$ cat config.mk
export PLATFORM = sky130hd
export DESIGN_NAME = lds_detect_seq
export DESIGN_NICKNAME = d
export VERILOG_FILES = /design/src/rtl/lds_pkg.sv /design/src/rtl/lds_lane_filter.sv /design/src/rtl/lds_dwell_timer.sv /design/src/rtl/lds_detect_seq.sv
export SDC_FILE = /design/constraint.sdc
export NUM_CORES = 1
export LEC_CHECK = 0
export BUFFER_PORTS_ARGS = -buffer_cell sky130_fd_sc_hd__buf_2
export CAP_MARGIN = 20
export CORE_MARGIN = 1
export CORE_UTILIZATION = 40
export DETAILED_ROUTE_END_ITERATION = 8
export PLACE_DENSITY = 0.58
export RECOVER_POWER = 100
export SLEW_MARGIN = 20
export SYNTH_ARGS = -nofsm -noshare
export SYNTH_HDL_FRONTEND = slang
export SYNTH_SLANG_ARGS = --single-unit
$ cat constraint.sdc
create_clock -name clk -period 3.9 [get_ports clk]
set_input_delay 0.78 -clock clk [delete_from_list [all_inputs] [get_ports clk]]
set_output_delay 0.78 -clock clk [all_outputs]
set_load 0.03 [all_outputs]
$ cat src/rtl/lds_pkg.sv
package lds_pkg;

    typedef enum logic [1:0] {
        DET_QUIET  = 2'd0,
        DET_ACTIVE = 2'd1,
        DET_DONE   = 2'd2
    } det_state_e;

    typedef struct packed {
        det_state_e st;
        logic       pulse;
    } seq_regs_s;

    // Minimum quiet dwell, in reference ticks, for a 2-bit code.
    function automatic int unsigned min_dwell_ticks(input logic [1:0] code,
                                                    input int unsigned tpm);
        case (code)
            2'd0:    return 0;
            2'd1:    return tpm / 2;
            2'd2:    return tpm;
            default: return 2 * tpm;
        endcase
    endfunction

endpackage

$ cat src/rtl/lds_lane_filter.sv
module lds_lane_filter #(
    parameter int NUM_LANES = 4
) (
    input  logic                 clk,
    input  logic                 rst_n,
    input  logic [NUM_LANES-1:0] lane_en,
    input  logic [NUM_LANES-1:0] lane_eidle,
    input  logic [NUM_LANES-1:0] rx_found,
    output logic                 exit_seen,
    output logic                 all_found
);

    logic [NUM_LANES-1:0] eff_idle;
    logic [NUM_LANES-1:0] lane_ok;

    // Lanes outside the link read as idle and as "found"
    for (genvar i = 0; i < NUM_LANES; i++) begin : g_lane
        assign eff_idle[i] = lane_eidle[i] | ~lane_en[i];
        assign lane_ok[i]  = rx_found[i]   | ~lane_en[i];
    end

    assign exit_seen = ~(&eff_idle);
    assign all_found = (&lane_ok) & (|lane_en);

    // Disabled lanes can never report an idle exit
    assert_mask_idle_R5: assert property (@(posedge clk) disable iff (!rst_n)
        (lane_eidle == '0 && lane_en == '0) |-> !exit_seen);

    // Found bits on disabled lanes alone never pass the detection
    assert_found_mask_R10: assert property (@(posedge clk) disable iff (!rst_n)
        (rx_found == ~lane_en && lane_en != '1) |-> !all_found);

endmodule

$ cat src/rtl/lds_dwell_timer.sv
module lds_dwell_timer #(
    parameter int TICKS_PER_MS = 1000,
    parameter int LIMIT        = 12000,
    localparam int CW          = $clog2(LIMIT + 1)
) (
    input  logic          clk,
    input  logic          rst_n,
    input  logic          run,
    input  logic [1:0]    min_code,
    output logic [CW-1:0] elapsed,
    output logic          min_met,
    output logic          timeout
);

    localparam logic [CW-1:0] LAST = CW'(LIMIT - 1);

    logic [CW-1:0] cnt_d, cnt_q;
    logic [CW-1:0] min_ticks;

    always_comb begin
        cnt_d = '0;
        if (run) begin
            cnt_d = (cnt_q < LAST) ? cnt_q + 1'b1 : cnt_q;
        end
    end

    always_ff @(posedge clk) begin
        if (!rst_n) begin
            cnt_q <= '0;
        end else begin
            cnt_q <= cnt_d;
        end
    end

    assign min_ticks = CW'(lds_pkg::min_dwell_ticks(min_code, TICKS_PER_MS));
    assign elapsed   = cnt_q + 1'b1;
    assign min_met   = (elapsed >= min_ticks);
    assign timeout   = (elapsed >= CW'(LIMIT));

    // Counter never runs past the quiet limit
    assert_saturate_R2: assert property (@(posedge clk) disable iff (!rst_n)
        cnt_q <= LAST);

    // Leaving the quiet phase clears the timer for the next entry
    assert_clear_R7: assert property (@(posedge clk) disable iff (!rst_n)
        !run |=> (cnt_q == '0));

endmodule

$ cat src/rtl/lds_detect_seq.sv
module lds_detect_seq #(
    parameter int NUM_LANES    = 4,
    parameter int TICKS_PER_MS = 1000,
    parameter int QUIET_MS     = 12,
    localparam int QUIET_TICKS = QUIET_MS * TICKS_PER_MS,
    localparam int CW          = $clog2(QUIET_TICKS + 1)
) (
    input  logic                 clk,
    input  logic                 rst_n,
    input  logic [1:0]           min_quiet_code,
    input  logic [NUM_LANES-1:0] lane_en,
    input  logic [NUM_LANES-1:0] lane_eidle,
    input  logic                 restart,
    output logic                 rxdet_req,
    input  logic                 rxdet_done,
    input  logic [NUM_LANES-1:0] rxdet_found,
    output logic                 to_polling
);
    import lds_pkg::*;

    seq_regs_s r_d, r_q;

    logic          exit_seen;
    logic          all_found;
    logic          in_quiet;
    logic [CW-1:0] elapsed;
    logic          min_met;
    logic          timeout;

    lds_lane_filter #(
        .NUM_LANES (NUM_LANES)
    ) u_filter (
        .clk        (clk),
        .rst_n      (rst_n),
        .lane_en    (lane_en),
        .lane_eidle (lane_eidle),
        .rx_found   (rxdet_found),
        .exit_seen  (exit_seen),
        .all_found  (all_found)
    );

    assign in_quiet = (r_q.st == DET_QUIET);

    lds_dwell_timer #(
        .TICKS_PER_MS (TICKS_PER_MS),
        .LIMIT        (QUIET_TICKS)
    ) u_timer (
        .clk      (clk),
        .rst_n    (rst_n),
        .run      (in_quiet),
        .min_code (min_quiet_code),
        .elapsed  (elapsed),
        .min_met  (min_met),
        .timeout  (timeout)
    );

    always_comb begin
        r_d       = r_q;
        r_d.pulse = 1'b0;
        case (r_q.st)
            DET_QUIET: begin
                if (timeout || (exit_seen && min_met)) begin
                    r_d.st = DET_ACTIVE;
                end
            end
            DET_ACTIVE: begin
                if (rxdet_done) begin
                    if (all_found) begin
                        r_d.st    = DET_DONE;
                        r_d.pulse = 1'b1;
                    end else begin
                        r_d.st = DET_QUIET;
                    end
                end
            end
            DET_DONE: begin
                if (restart) begin
                    r_d.st = DET_QUIET;
                end
            end
            default: r_d.st = DET_QUIET;
        endcase
    end

    always_ff @(posedge clk) begin
        if (!rst_n) begin
            r_q.st    <= DET_QUIET;
            r_q.pulse <= 1'b0;
        end else begin
            r_q <= r_d;
        end
    end

    assign rxdet_req  = (r_q.st == DET_ACTIVE);
    assign to_polling = r_q.pulse;

    // Leaving quiet only after the timer reports dwell or timeout
    assert_min_dwell_R4: assert property (@(posedge clk) disable iff (!rst_n)
        (rxdet_req && $past(in_quiet)) |-> $past(min_met || timeout));

    // Request held until completion is seen
    assert_req_hold_R6: assert property (@(posedge clk) disable iff (!rst_n)
        (rxdet_req && !rxdet_done) |=> rxdet_req);

    // Polling pulse lasts a single cycle
    assert_pulse_once_R8: assert property (@(posedge clk) disable iff (!rst_n)
        to_polling |=> !to_polling);

    // Polling pulse only follows a completed detection
    assert_pulse_cause_R8: assert property (@(posedge clk) disable iff (!rst_n)
        to_polling |-> ($past(rxdet_req) && $past(rxdet_done)));

    // Request and polling pulse never overlap
    assert_req_excl_R8: assert property (@(posedge clk) disable iff (!rst_n)
        !(to_polling && rxdet_req));

endmodule

; After elaboration in Yosys (flattened, before gate mapping)
; Index checks and enable logic that the tools add are counted.
[classes]
addsub = 1
n_lt_le_gt_ge = 3
n_eq_ne = 7
muxes = 7
bitwise_logic = 14
reduce_logical = 10
[ops]
columns = op, n
row1 = 11-bit one-hot mux with 3 select lines, 1
row2 = 14-bit by 1-bit adder with 14-bit output (second input constant), 1
row3 = 14-bit by 11-bit >= comparator with 1-bit output, 1
row4 = 14-bit >= comparator (second input constant), 1
row5 = 14-bit < comparator (second input constant), 1
row6 = 1-bit OR, 8
row7 = 4-bit AND reduction, 2
row8 = 2-bit two-way mux, 3
row9 = 2-bit one-hot mux with 3 select lines, 1
row10 = 3-bit AND reduction, 2
row11 = 1-bit inverter, 5
row12 = 2-bit by 1-bit == test with 1-bit output (second input constant), 2
row13 = 2-bit == test (second input constant), 2
row14 = 2-bit zero test, 2
row15 = 2-bit by 1-bit != test with 1-bit output (second input constant), 2
row16 = 4-bit OR reduction, 1
row17 = 3-bit two-way mux, 1
row18 = 2-bit != test (second input constant), 1
row19 = 2-bit AND reduction, 1
row20 = 1-bit AND, 1
row21 = 1-bit logical AND, 1
row22 = 1-bit logical OR, 1
row23 = 1-bit two-way mux, 1
[totals]
ff_bits = 17
input_bits = 18
output_inout_bits = 2
elab_cells = 45

; Logic depth before layout (Yosys ltp)
; Gate-level depths: netlist of the first run.
[logic_depth]
depth_word = 8
depth_mapped = 11

; Modules after synthesis
; A second synthesis of the first run with hierarchy kept.
[unflattened]
cells_unflattened = 180
hier_area_um2 = 1425.1
[by_module_without_submodules]
columns = module, instances, cells_each, area_each_um2, seq_area_each_um2
row1 = lds_dwell_timer, 1, 157, 1247.4, 280.3
row2 = lds_detect_seq, 1, 12, 120.1, 60.1
row3 = lds_lane_filter, 1, 11, 57.6, 0.0

; Worst setup path after synthesis of the first run
; OpenSTA, ideal clock, no wires.
[synth_path]
path_kind = register to register
start = register u_timer.cnt_q[0]
end = register r_q[1] (netlist bit)
setup_ns = 0.128
arrival_ns = 2.073
t_required_ns = 3.772
slack_ns = 1.699
path_stages_with_launch = 10
period_less_slack_ns = 2.201
cell_sequence = dfxtp_1 ha_1 buf_2 nand3_1 nor3_1 xor2_1 ha_1 o31a_1 a311oi_1 o22ai_1
[synth_between]
elab_chain_len = 6
word_cells_on_any_way = 7
[synth_rtl]
columns = element, line
row1 = start: declaration, lds_dwell_timer.sv:17  ; logic [CW-1:0] cnt_d, cnt_q;
row2 = start signal: assignment, lds_dwell_timer.sv:31  ; cnt_q <= cnt_d;
row3 = 14-bit by 1-bit adder with 14-bit output (*), lds_dwell_timer.sv:36  ; assign elapsed = cnt_q + 1'b1;
row4 = net elapsed[10], lds_detect_seq.sv:26  ; logic [CW-1:0] elapsed;
row5 = 14-bit by 11-bit >= comparator with 1-bit output, lds_dwell_timer.sv:37  ; assign min_met = (elapsed >= min_ticks);
row6 = 1-bit logical AND, lds_detect_seq.sv:62  ; if (timeout || (exit_seen && min_met)) begin
row7 = 1-bit logical OR (*), lds_detect_seq.sv:62
row8 = 2-bit by 1-bit != test with 1-bit output (no line) (*), --
row9 = 3-bit AND reduction (no line) (*), --
row10 = end signal: assignment, lds_detect_seq.sv:90  ; r_q <= r_d;
row11 = end: declaration, lds_detect_seq.sv:21  ; seq_regs_s r_d, r_q;
; Mark *: on every way through the listed nets, which the timed path passes. The rest lies on a longest branch.
; A chain may end at the register's enable or synchronous reset.

; Worst setup path in the final report of the first run
[layout_path]
start = register u_timer.cnt_q[0]
end = register u_timer.cnt_q[5]
[layout_between]
elab_chain_len = 1
word_cells_on_any_way = 2
[layout_rtl]
columns = element, line
row1 = 14-bit by 1-bit adder with 14-bit output / 14-bit < comparator (equally long branches), lds_dwell_timer.sv:23  ; cnt_d = (cnt_q < LAST) ? cnt_q + 1'b1 : cnt_q;
; Several ways; a longest one is shown, not always the timed one.

==> results_dict.tcl, run 1 <==
set metrics [dict create \
    ant_nets 0 \
    min_path_type "reg -> reg" \
    synth_top_area_share_pct 23.6 \
    max-clock-path-buffers 2 \
    grt_overflow 0 \
    htree_levels 1 \
    grt_pass1_vias 1121 \
    clkSlewWorstSetupHoldPaths_ns 0.10 \
    rsz0062_at_grt "false" \
    drt-initial-drc-count 16 \
    fp-row-count 21 \
    min_period_ns 2.78 \
    cts_root_buffer "clkbuf_4" \
    maxSlewHeadroom_pct 2.97 \
    globalplace.congestion 0.862 \
    totalWireLength_mm 3.04 \
    yosysWarnings 0 \
    vias 1279 \
    regArea_um2 340 \
    ir_drop_uv 113 \
    grt_max_degree 15 \
    synth.distinct_cells 46 \
    start_util_pct 42.6 \
    die-area_um2 3850 \
    die_w_um 62.1 \
    yosysMostFrequentCell "nor2_1" \
    final_nets 227 \
    synth_top_area_cell "dfxtp_1" \
    drv_slew 0 \
    nFillCells 364 \
    p_per_area_nw_per_um2 205 \
    path_max_fanout 12 \
    cp-start-kind "flop" \
    power.static_leakage_nw 0.697 \
    cpPeakStageDelay_ns 1.14 \
    cts.sinks 17 \
    clock_latency_ns 0.30 \
    synth_edf_count 0 \
    fin_crit_sh_pct 71.3 \
    crit_slowest_cell "o31ai_1" \
    path_delay_family "compound AO/OA/AOI/OAI gates" \
    ys_ff_latch 17 \
    drv_cap 0 \
    crit_arrival_ns 2.96 \
    first_pass_iters 4 \
    drc 0 \
    n_antenna_cell 0 \
    finClkSkew_ns 0.00731 \
    synthTopCellsByCount "nor2_1 (21), dfxtp_1 (17), nand2_1 (16)" \
    die_h_um 62.1 \
    avgSynthCellArea_um2 7.88 \
    grt_pass1_wl_mm 4.80 \
    antenna_found_initial 0 \
    hold_buffers 0 \
    fmax_mhz 360 \
    synth_nets 214 \
    multi_input_area_um2 998 \
    syn_to_final_growth_pct 7.89 \
    rrSetupSlack_ns 1.12 \
    setup-tns-final_ns 0 \
    path_class "reg -> reg" \
    port_buffers 19 \
    wl_per_cell_um 12.6 \
    gr-usage-all-layers_pct 16.8 \
    core_um2 3390 \
    postCtsSetupRepairBufs 0 \
    crit_chain "ha_1, a41oi_1, nor3b_1, o31ai_1, nand3_1, xor2_1, nor2_1" \
    cp-end-kind "flop" \
    async_reset_ff_share_pct 0 \
    numCtsBuffers 3 \
    cts_resized 0 \
    via_per_inst 5.31 \
    syn_inst 183 \
    tightest_slew_ns 1.44 \
    hold_viol 0 \
    drive_above_1_share_pct 11.8 \
    status "finished, final reports clean" \
    syn_area_um2 1440 \
    yosysSeqAreaShare_pct 23.6 \
    tritoncts "yes" \
    ys.flop_type "dfxtp_1" \
    crit_required_ns 4.07 \
    ios 20 \
    path_buf_inv 0 \
    p_total_mw 0.319 \
    dp_hpwl_mm 2.46 \
    synth_area_leaders "dfxtp_1 (24%), ha_1 (11%), xor2_1 (9.1%), nor2_1 (5.5%), xnor2_1 (4.9%)" \
    finalSetupViolations 0 \
]
[cells in the final DEF, fill, tap and decap left out, types with 2 or more instances in the layout]
master    instances
and2_0            2
ha_1             13
a21oi_1           4
nand3_1           6
nor2_1           21
a31oi_1           2
mux2i_1           2
o21ai_0           5
nor4_1            3
dfxtp_1          17
nand2_1          16
and4_2            2
clkbuf_4          3
nand2b_1          6
buf_2            17
o31ai_1           2
xnor2_1           8
inv_1            11
and3_1            3
nor3b_1           2
xor2_1           15
nand4_1           4
nor3_1            3
and2_1            2
clkbuf_1          3
nor2b_1           2
or4_1             2
[power by group]
group | switching [mW] | internal (mW) | total, mW
Sequential | 0.00513 | 0.176 | 0.182
Combinational | 0.0209 | 0.0192 | 0.0401
Clock | 0.0573 | 0.0399 | 0.0972
[registers in the layout (all words and copies together), names as in the netlist]
register	cells
u_timer.cnt_q	14
r_q	2
to_polling	1
[worst register-to-register path: cells and delay by family, from the launching register on]
family                   cells  cell delay, ns
AO/OA/AOI/OAI                2            1.42
AND/OR/NAND/NOR              3            0.35
adder cells (fa/ha/maj)      1            0.31
flip-flops                   1            0.38
XOR/XNOR                     1            0.20
[final cells by class]
class	instances	share of cell area, %
Clock buffer	4	1.69
Inverter	11	2.65
Multi-Input combinational cell	144	64.1
Sequential cell	17	21.9
Tap cell	46	3.70
Timing Repair Buffer	19	5.95
[cells by family (layout without fill, tap and decap cells)]
logic type               Yosys count  after routing  share of synthesized area (%)
adder cells (fa/ha/maj)           13             13                           11.3
AO/OA/AOI/OAI                     26             26                           12.7
multiplexers                       2              2                           1.39
XOR/XNOR                          23             23                           14.0
AND/OR/NAND/NOR                   80             80                           30.3
buffers and inverters             22             34                           6.85
flip-flops                        17             17                           23.6
[per-layer routing]
layer | part of all wire [%] | routed length (um) | up-vias | GRT usage (%)
met5 | 0 | 0 | - | 0
met4 | 1.9 | 58 | 0 | 3.49
met3 | 4.0 | 121 | 6 | 4.35
met2 | 48 | 1470 | 28 | 30.4
met1 | 46 | 1390 | 586 | 20.0
li1 | - | - | 659 | -
[through the flow]
step           util [%]  worst slack [ns]  cell area, um2  hold WS, ns  instances
6_report           45.9              1.12            1560        0.568        241
5_1_grt            45.9             0.738            1560        0.607        241
4_1_cts            46.1              1.32            1560        0.571        241
3_5_place_dp       45.4              1.34            1540        0.553        237
3_3_place_gp       45.4              1.43            1540        0.548        237
2_1_floorplan         -              1.70            1440        0.522        183
[path summary, 6_finish.rpt]
path                     from          endpoint  cells after the start
max          u_timer.cnt_q[0]  u_timer.cnt_q[5]                      7
min                    r_q[2]            r_q[2]                      2
max reg2reg  u_timer.cnt_q[0]  u_timer.cnt_q[5]                      7
min reg2reg            r_q[2]            r_q[2]                      2
(Power assumes the default switching activity.)
==> run 2, diff against run 1 <==
--- a/config.mk
+++ b/config.mk
@@ -10,7 +10,7 @@
 export CORE_MARGIN = 1
 export CORE_UTILIZATION = 40
 export DETAILED_ROUTE_END_ITERATION = 8
-export PLACE_DENSITY = 0.58
+export PLACE_DENSITY = 0.6
 export RECOVER_POWER = 100
 export SLEW_MARGIN = 20
 export SYNTH_ARGS = -nofsm -noshare
==> constraint.sdc (replaced) <==
create_clock -name clk -period 2.29 [get_ports clk]
set_input_delay 0.458 -clock clk [delete_from_list [all_inputs] [get_ports clk]]
set_output_delay 0.458 -clock clk [all_outputs]
set_load 0.03 [all_outputs]
==> run 2 against run 1 <==
Compared with the run above:
- flip-flop and latch count did not move
- clock skew fell by 0.0028 ns
- worst hold slack got worse by 0.15 ns
- utilization rose by 2.3 points
- setup slack got worse by 0.92 ns
- sequential share of layout area fell by 1.0 points
- critical endpoint is now r_q[1]
- highest routed layer unchanged
==> results_dict.tcl, run 2 (synthesis gave the netlist of run 1 again) <==
set metrics [dict create \
    status "finished, final reports clean" \
    fmax_mhz 479 \
    cpPeakStageDelay_ns 0.36 \
    postCtsSetupRepairBufs 0 \
    switching_share_pct 26.2 \
    grt_pass1_wl_mm 5.00 \
    crit_required_ns 2.47 \
    dpl_cell_area_um2 1600 \
    drt-initial-drc-count 27 \
    dp_hpwl_mm 2.59 \
    die-area_um2 3850 \
    ir_drop_uv 271 \
    first_pass_iters 4 \
    fin_ws_ns 0.203 \
    clock_latency_ns 0.30 \
    pwr-share-comb_pct 15.0 \
    placed_cells 245 \
    n_antenna_cell 0 \
    vias 1327 \
    drive_above_1_share_pct 17.2 \
    drv_cap 0 \
    grt_max_degree 15 \
    syn_to_final_growth_pct 13.3 \
    final_area_um2 1630 \
    final_cell_mix "nor2_1 (20), buf_2 (17), dfxtp_1 (17), nand2_1 (16), xor2_1 (15)" \
    ios 20 \
    final_nets 235 \
    setup-tns-final_ns 0 \
    fin_crit_sh_pct 91.1 \
    place_ws_ns 0.128 \
    path_max_fanout 6 \
    clkSlewWorstSetupHoldPaths_ns 0.10 \
    fp-row-count 21 \
    nFillCells 330 \
    final_common_cell "nor2_1" \
    totalWireLength_mm 3.22 \
    core_um2 3390 \
    pwr-share-clk_pct 29.9 \
    min_period_ns 2.09 \
    gr-usage-all-layers_pct 17.6 \
    cts_resized 0 \
    crit_top_cell "ha_1" \
    power.static_leakage_nw 0.732 \
    largest_reg_flops 14 \
    drv_slew 0 \
    p_per_area_nw_per_um2 338 \
    top_register "u_timer.cnt_q" \
    wl_per_cell_um 12.9 \
    tightest_slew_ns 0.501 \
    drc 0 \
    grt_overflow 0 \
    hold_buffers 0 \
    max-clock-path-buffers 2 \
    internal-power_mw 0.408 \
    power_switching_mw 0.145 \
    finClkSkew_ns 0.00448 \
    seqPwrFrac_pct 55.1 \
    path_delay_family "compound AO/OA/AOI/OAI gates" \
    ant_nets 0 \
    rsz0062_at_grt "false" \
    tritoncts "yes" \
    hold_viol 0 \
    globalplace.congestion 0.898 \
    antenna_found_initial 0 \
    maxSlewHeadroom_pct 65.8 \
    finalSetupViolations 0 \
    cts.sinks 17 \
    port_buffers 19 \
    numCtsBuffers 3 \
    crit_chain "ha_1, nand3_2, nor3_2, xor2_1, ha_1, o31a_1, a311oi_1, o22ai_1" \
    grt_pass1_vias 1145 \
    via_per_inst 5.33 \
    htree_levels 1 \
    die_w_um 62.1 \
    path_buf_inv 0 \
    cp-start-kind "flop" \
    min_path_type "in -> reg" \
    final_cells 249 \
    start_util_pct 42.6 \
    die_h_um 62.1 \
    cts_root_buffer "clkbuf_4" \
    crit_arrival_ns 2.27 \
    path_class "reg -> reg" \
    crit_slowest_cell "dfxtp_1" \
    cp-end-kind "flop" \
]
[run 2: stage by stage]
stage / total power, mW / utilization, % / hold WS (ns)
detailed placement: 0.395 / 47.1 / 0.551
global route: 0.586 / 48.2 / 0.419
finish: 0.553 / 48.2 / 0.415
CTS: 0.561 / 47.9 / 0.407
floorplan: 0.358 / - / 0.522
global placement: 0.390 / 47.1 / 0.541
[run 2: power groups by stage]
stage	sequential (mW)	clock, mW	combinational (mW)
6_report	0.305	0.165	0.0831
5_1_grt	0.305	0.186	0.0949
4_1_cts	0.304	0.172	0.0845
3_5_place_dp	0.311	0	0.0836
3_3_place_gp	0.311	0	0.0792
2_1_floorplan	0.312	0	0.0460
[run 2: routing by layer]
| layer | wire length (um) | part of all wire [%] | vias up | track usage, % |
|---|---|---|---|---|
| met4 | 52 | 1.6 | 0 | 3.81 |
| met2 | 1530 | 48 | 37 | 31.2 |
| li1 | - | - | 680 | - |
| met5 | 0 | 0 | - | 0 |
| met3 | 149 | 4.6 | 7 | 3.73 |
| met1 | 1480 | 46 | 603 | 21.8 |
[run 2: layout make-up]
class	instances	area [um2]	area share [%]
inverters	11	41.3	2.53
flip-flops and latches	17	340	20.8
clock buffers	4	26.3	1.61
multi-input cells	144	1020	62.2
repair buffers	27	153	9.34
well taps	46	57.6	3.52
[run 2: final timing paths]
path | start | slack (ns) | cells past startpoint | to
max | u_timer.cnt_q[0] | 0.20 | 8 | r_q[1]
min | rst_n | 0.41 | 2 | to_polling
max reg2reg | u_timer.cnt_q[0] | 0.20 | 8 | r_q[1]
min reg2reg | r_q[2] | 0.57 | 2 | r_q[2]
[run 2: worst register-to-register path, stage by stage, from the launching register on]
cell and delay, ns:
dfxtp_1 0.36, ha_1 0.20, nand3_2 0.17, nor3_2 0.26, xor2_1 0.10, ha_1 0.21
o31a_1 0.29, a311oi_1 0.27, o22ai_1 0.11
==> run 3, diff against run 2 <==
--- a/config.mk
+++ b/config.mk
@@ -5,6 +5,7 @@
 export SDC_FILE = /design/constraint.sdc
 export NUM_CORES = 1
 export LEC_CHECK = 0
+export ABC_AREA = 1
 export BUFFER_PORTS_ARGS = -buffer_cell sky130_fd_sc_hd__buf_2
 export CAP_MARGIN = 20
 export CORE_MARGIN = 1
==> constraint.sdc (replaced) <==
create_clock -name clk -period 1.8 [get_ports clk]
set_input_delay 0.36 -clock clk [delete_from_list [all_inputs] [get_ports clk]]
set_output_delay 0.36 -clock clk [all_outputs]
set_load 0.03 [all_outputs]
==> run 3 against run 2 <==
Compared with the run above:
- the flow now finishes with violations (setup timing)
- largest cell class unchanged
- area after synthesis decreased by 1.9%
- combinational power increased to 2.8 times the previous value
- register-to-register slack got worse by 0.59 ns
- worst hold slack got worse by 0.092 ns
- sequential share of layout area decreased by 3.0 points
- largest power group unchanged
- critical path type unchanged
- die area fell by 1.8%
- routed wire length increased by 6.0%
- highest routed layer unchanged
==> results_dict.tcl, run 3 <==
set metrics [dict create \
    status "finished, violations left" \
    violations "setup timing" \
    top_register "u_timer.cnt_q" \
    final_common_cell "buf_4" \
    synth_top_area_cell "dfxtp_1" \
    rrSetupSlack_ns -0.38 \
    port_buffers 19 \
    grt_max_degree 15 \
    synth_edf_count 0 \
    min_path_type "in -> reg" \
    r2r-start "u_timer.cnt_q[1]" \
    yosysMostFrequentCell "nand2_1" \
    tightest_slew_ns 0.362 \
    grt_overflow 0 \
    tritoncts "yes" \
    first_pass_iters 4 \
    die_w_um 61.5 \
    crit_path_start "u_timer.cnt_q[1]" \
    cp-start-kind "flop" \
    final_nets 307 \
    drc 0 \
    syn_area_um2 1420 \
    ant_nets 0 \
    p_per_area_nw_per_um2 440 \
    ys.flop_type "dfxtp_1" \
    hold_viol 0 \
    syn_to_final_growth_pct 39.6 \
    syn_inst 217 \
    gr-usage-all-layers_pct 18.9 \
    largest_reg_flops 14 \
    die-area_um2 3780 \
    synth.distinct_cells 28 \
    cts.sinks 17 \
    grt_pass1_wl_mm 5.34 \
    totalWireLength_mm 3.41 \
    fin_crit_sh_pct 121 \
    setup-tns-final_ns -0.382 \
    path_max_fanout 3 \
    p_total_mw 0.869 \
    fp-row-count 21 \
    via_per_inst 4.73 \
    numCtsBuffers 3 \
    hold_buffers 0 \
    ios 20 \
    globalplace.congestion 0.778 \
    crit_required_ns 1.99 \
    htree_levels 1 \
    avgSynthCellArea_um2 6.52 \
    dp_hpwl_mm 2.75 \
    yosysWarnings 0 \
    wl_per_cell_um 10.6 \
    fmax_mhz 458 \
    crit_top_cell "nand2_1" \
    ys_ff_latch 17 \
    fin_ws_ns -0.382 \
    async_reset_ff_share_pct 0 \
    max-clock-path-buffers 2 \
    yosysSeqAreaShare_pct 24.0 \
    synth_top_area_share_pct 24.0 \
    cp-endpoint "r_q[1]" \
    maxSlewHeadroom_pct 75.9 \
    synth_area_leaders "dfxtp_1 (24%), ha_1 (11%), nand2_1 (10%), inv_1 (9.3%), o21ai_0 (6.4%)" \
    synthTopCellsByCount "nand2_1 (38), inv_1 (35), nor2_1 (22)" \
    finalSetupViolations 1 \
    n_antenna_cell 0 \
    ir_drop_uv 242 \
    core_um2 3360 \
    cp-end-kind "flop" \
    antenna_found_initial 0 \
    grt_pass1_vias 1307 \
    min_period_ns 2.18 \
    ff2ff_path_depth 18 \
    path_class "reg -> reg" \
    crit_slowest_cell "dfxtp_4" \
    whs_ns 0.322 \
    start_util_pct 42.1 \
    drv_slew 0 \
    nFillCells 361 \
    drt-initial-drc-count 56 \
    die_h_um 61.5 \
    crit_chain "ha_4, nand2_4, nor2_4, nand3_4, nor2_4, xor2_2, inv_2, ha_4, nand2_4, inv_2, nand2_1, nand2_1, a21oi_2, nand3_1, nand2_1, nand2_1, nand2_1, a21oi_2" \
    finClkSkew_ns 0.00484 \
    power.static_leakage_nw 0.974 \
    path_delay_family "simple AND/OR/NAND/NOR gates" \
    crit_cells 18 \
    r2r-end "r_q[1]" \
    final_cell_mix "buf_4 (36), nand2_1 (35), inv_1 (32), nor2_1 (20), buf_2 (17)" \
    crit_arrival_ns 2.38 \
    drive_above_1_share_pct 36.0 \
    clkSlewWorstSetupHoldPaths_ns 0.11 \
    cpPeakStageDelay_ns 0.38 \
    rsz0062_at_grt "true" \
    path_buf_inv 2 \
    drv_cap 0 \
    clock_latency_ns 0.30 \
    cts_root_buffer "clkbuf_4" \
    vias 1517 \
    synth_nets 248 \
]
==> run 3: how the worst min path moves through the flow <==
stage	from	endpoint	cells after the start
floorplan	u_timer.cnt_q[0]	u_timer.cnt_q[0]	1
global placement	r_q[1]	r_q[1]	2
finish	rst_n	r_q[1]	3
detailed placement	r_q[1]	r_q[1]	2
global route	rst_n	r_q[1]	3
CTS	rst_n	r_q[1]	3
==> run 3: per-stage QoR <==
| stage | cells | setup slack (ns) | cell area [um2] | util, % |
|---|---|---|---|---|
| finish | 321 | -0.382 | 1980 | 58.7 |
| detailed placement | 316 | -0.413 | 1880 | 55.9 |
| global route | 321 | -0.575 | 1980 | 58.7 |
| CTS | 321 | -0.344 | 1920 | 57.1 |
| floorplan | 217 | -0.347 | 1460 | - |
| global placement | 316 | -0.363 | 1880 | 55.9 |
==> run 3: cells by family (layout without fill, tap and decap cells) <==
family | after synthesis | in the layout | synth area share (%)
simple gates | 100 | 100 | 34.4
fa+ha+maj | 13 | 13 | 11.5
buf+inv | 41 | 99 | 10.9
flops | 17 | 17 | 24.0
compound gates | 41 | 41 | 15.6
xor+xnor | 5 | 5 | 3.63
==> run 3: repair_timing <==
action                                  4_1_cts  5_1_grt
buffers inserted                              1        0
pin swaps                                     3       13
endpoints found under the hold margin         0        0
gates resized for setup                       4       28
endpoints found under the setup margin        1       11
==> run 3: layout make-up <==
cell class	count	area [um2]	area share, %
Clock buffer	4	26.3	1.33
Inverter	38	144	7.28
Multi-Input combinational cell	159	1020	51.7
Sequential cell	17	352	17.8
Tap cell	46	57.6	2.91
Timing Repair Buffer	57	374	18.9
==> run 3: power breakdown <==
part           switching, mW  internal (mW)
registers             0.0203          0.401
logic                  0.128          0.104
clock network          0.130         0.0863
==> run 3: worst reg2reg max path: stages (launching register included) <==
cell and delay (ns):
dfxtp_4 0.38, ha_4 0.14, nand2_4 0.05, nor2_4 0.14, nand3_4 0.09, nor2_4 0.18, xor2_2 0.19, inv_2 0.06
ha_4 0.22, nand2_4 0.06, inv_2 0.03, nand2_1 0.05, nand2_1 0.06, a21oi_2 0.13, nand3_1 0.08, nand2_1 0.06
nand2_1 0.05, nand2_1 0.07, a21oi_2 0.05
==> run 3: metal layers <==
| layer | share of wire (%) | global-route usage (%) | up-vias |
|---|---|---|---|
| met3 | 1.8 | 1.89 | 4 |
| met5 | 0 | 0 | - |
| li1 | - | - | 818 |
| met1 | 51 | 26.4 | 671 |
| met4 | 1.2 | 4.76 | 0 |
| met2 | 46 | 31.2 | 24 |
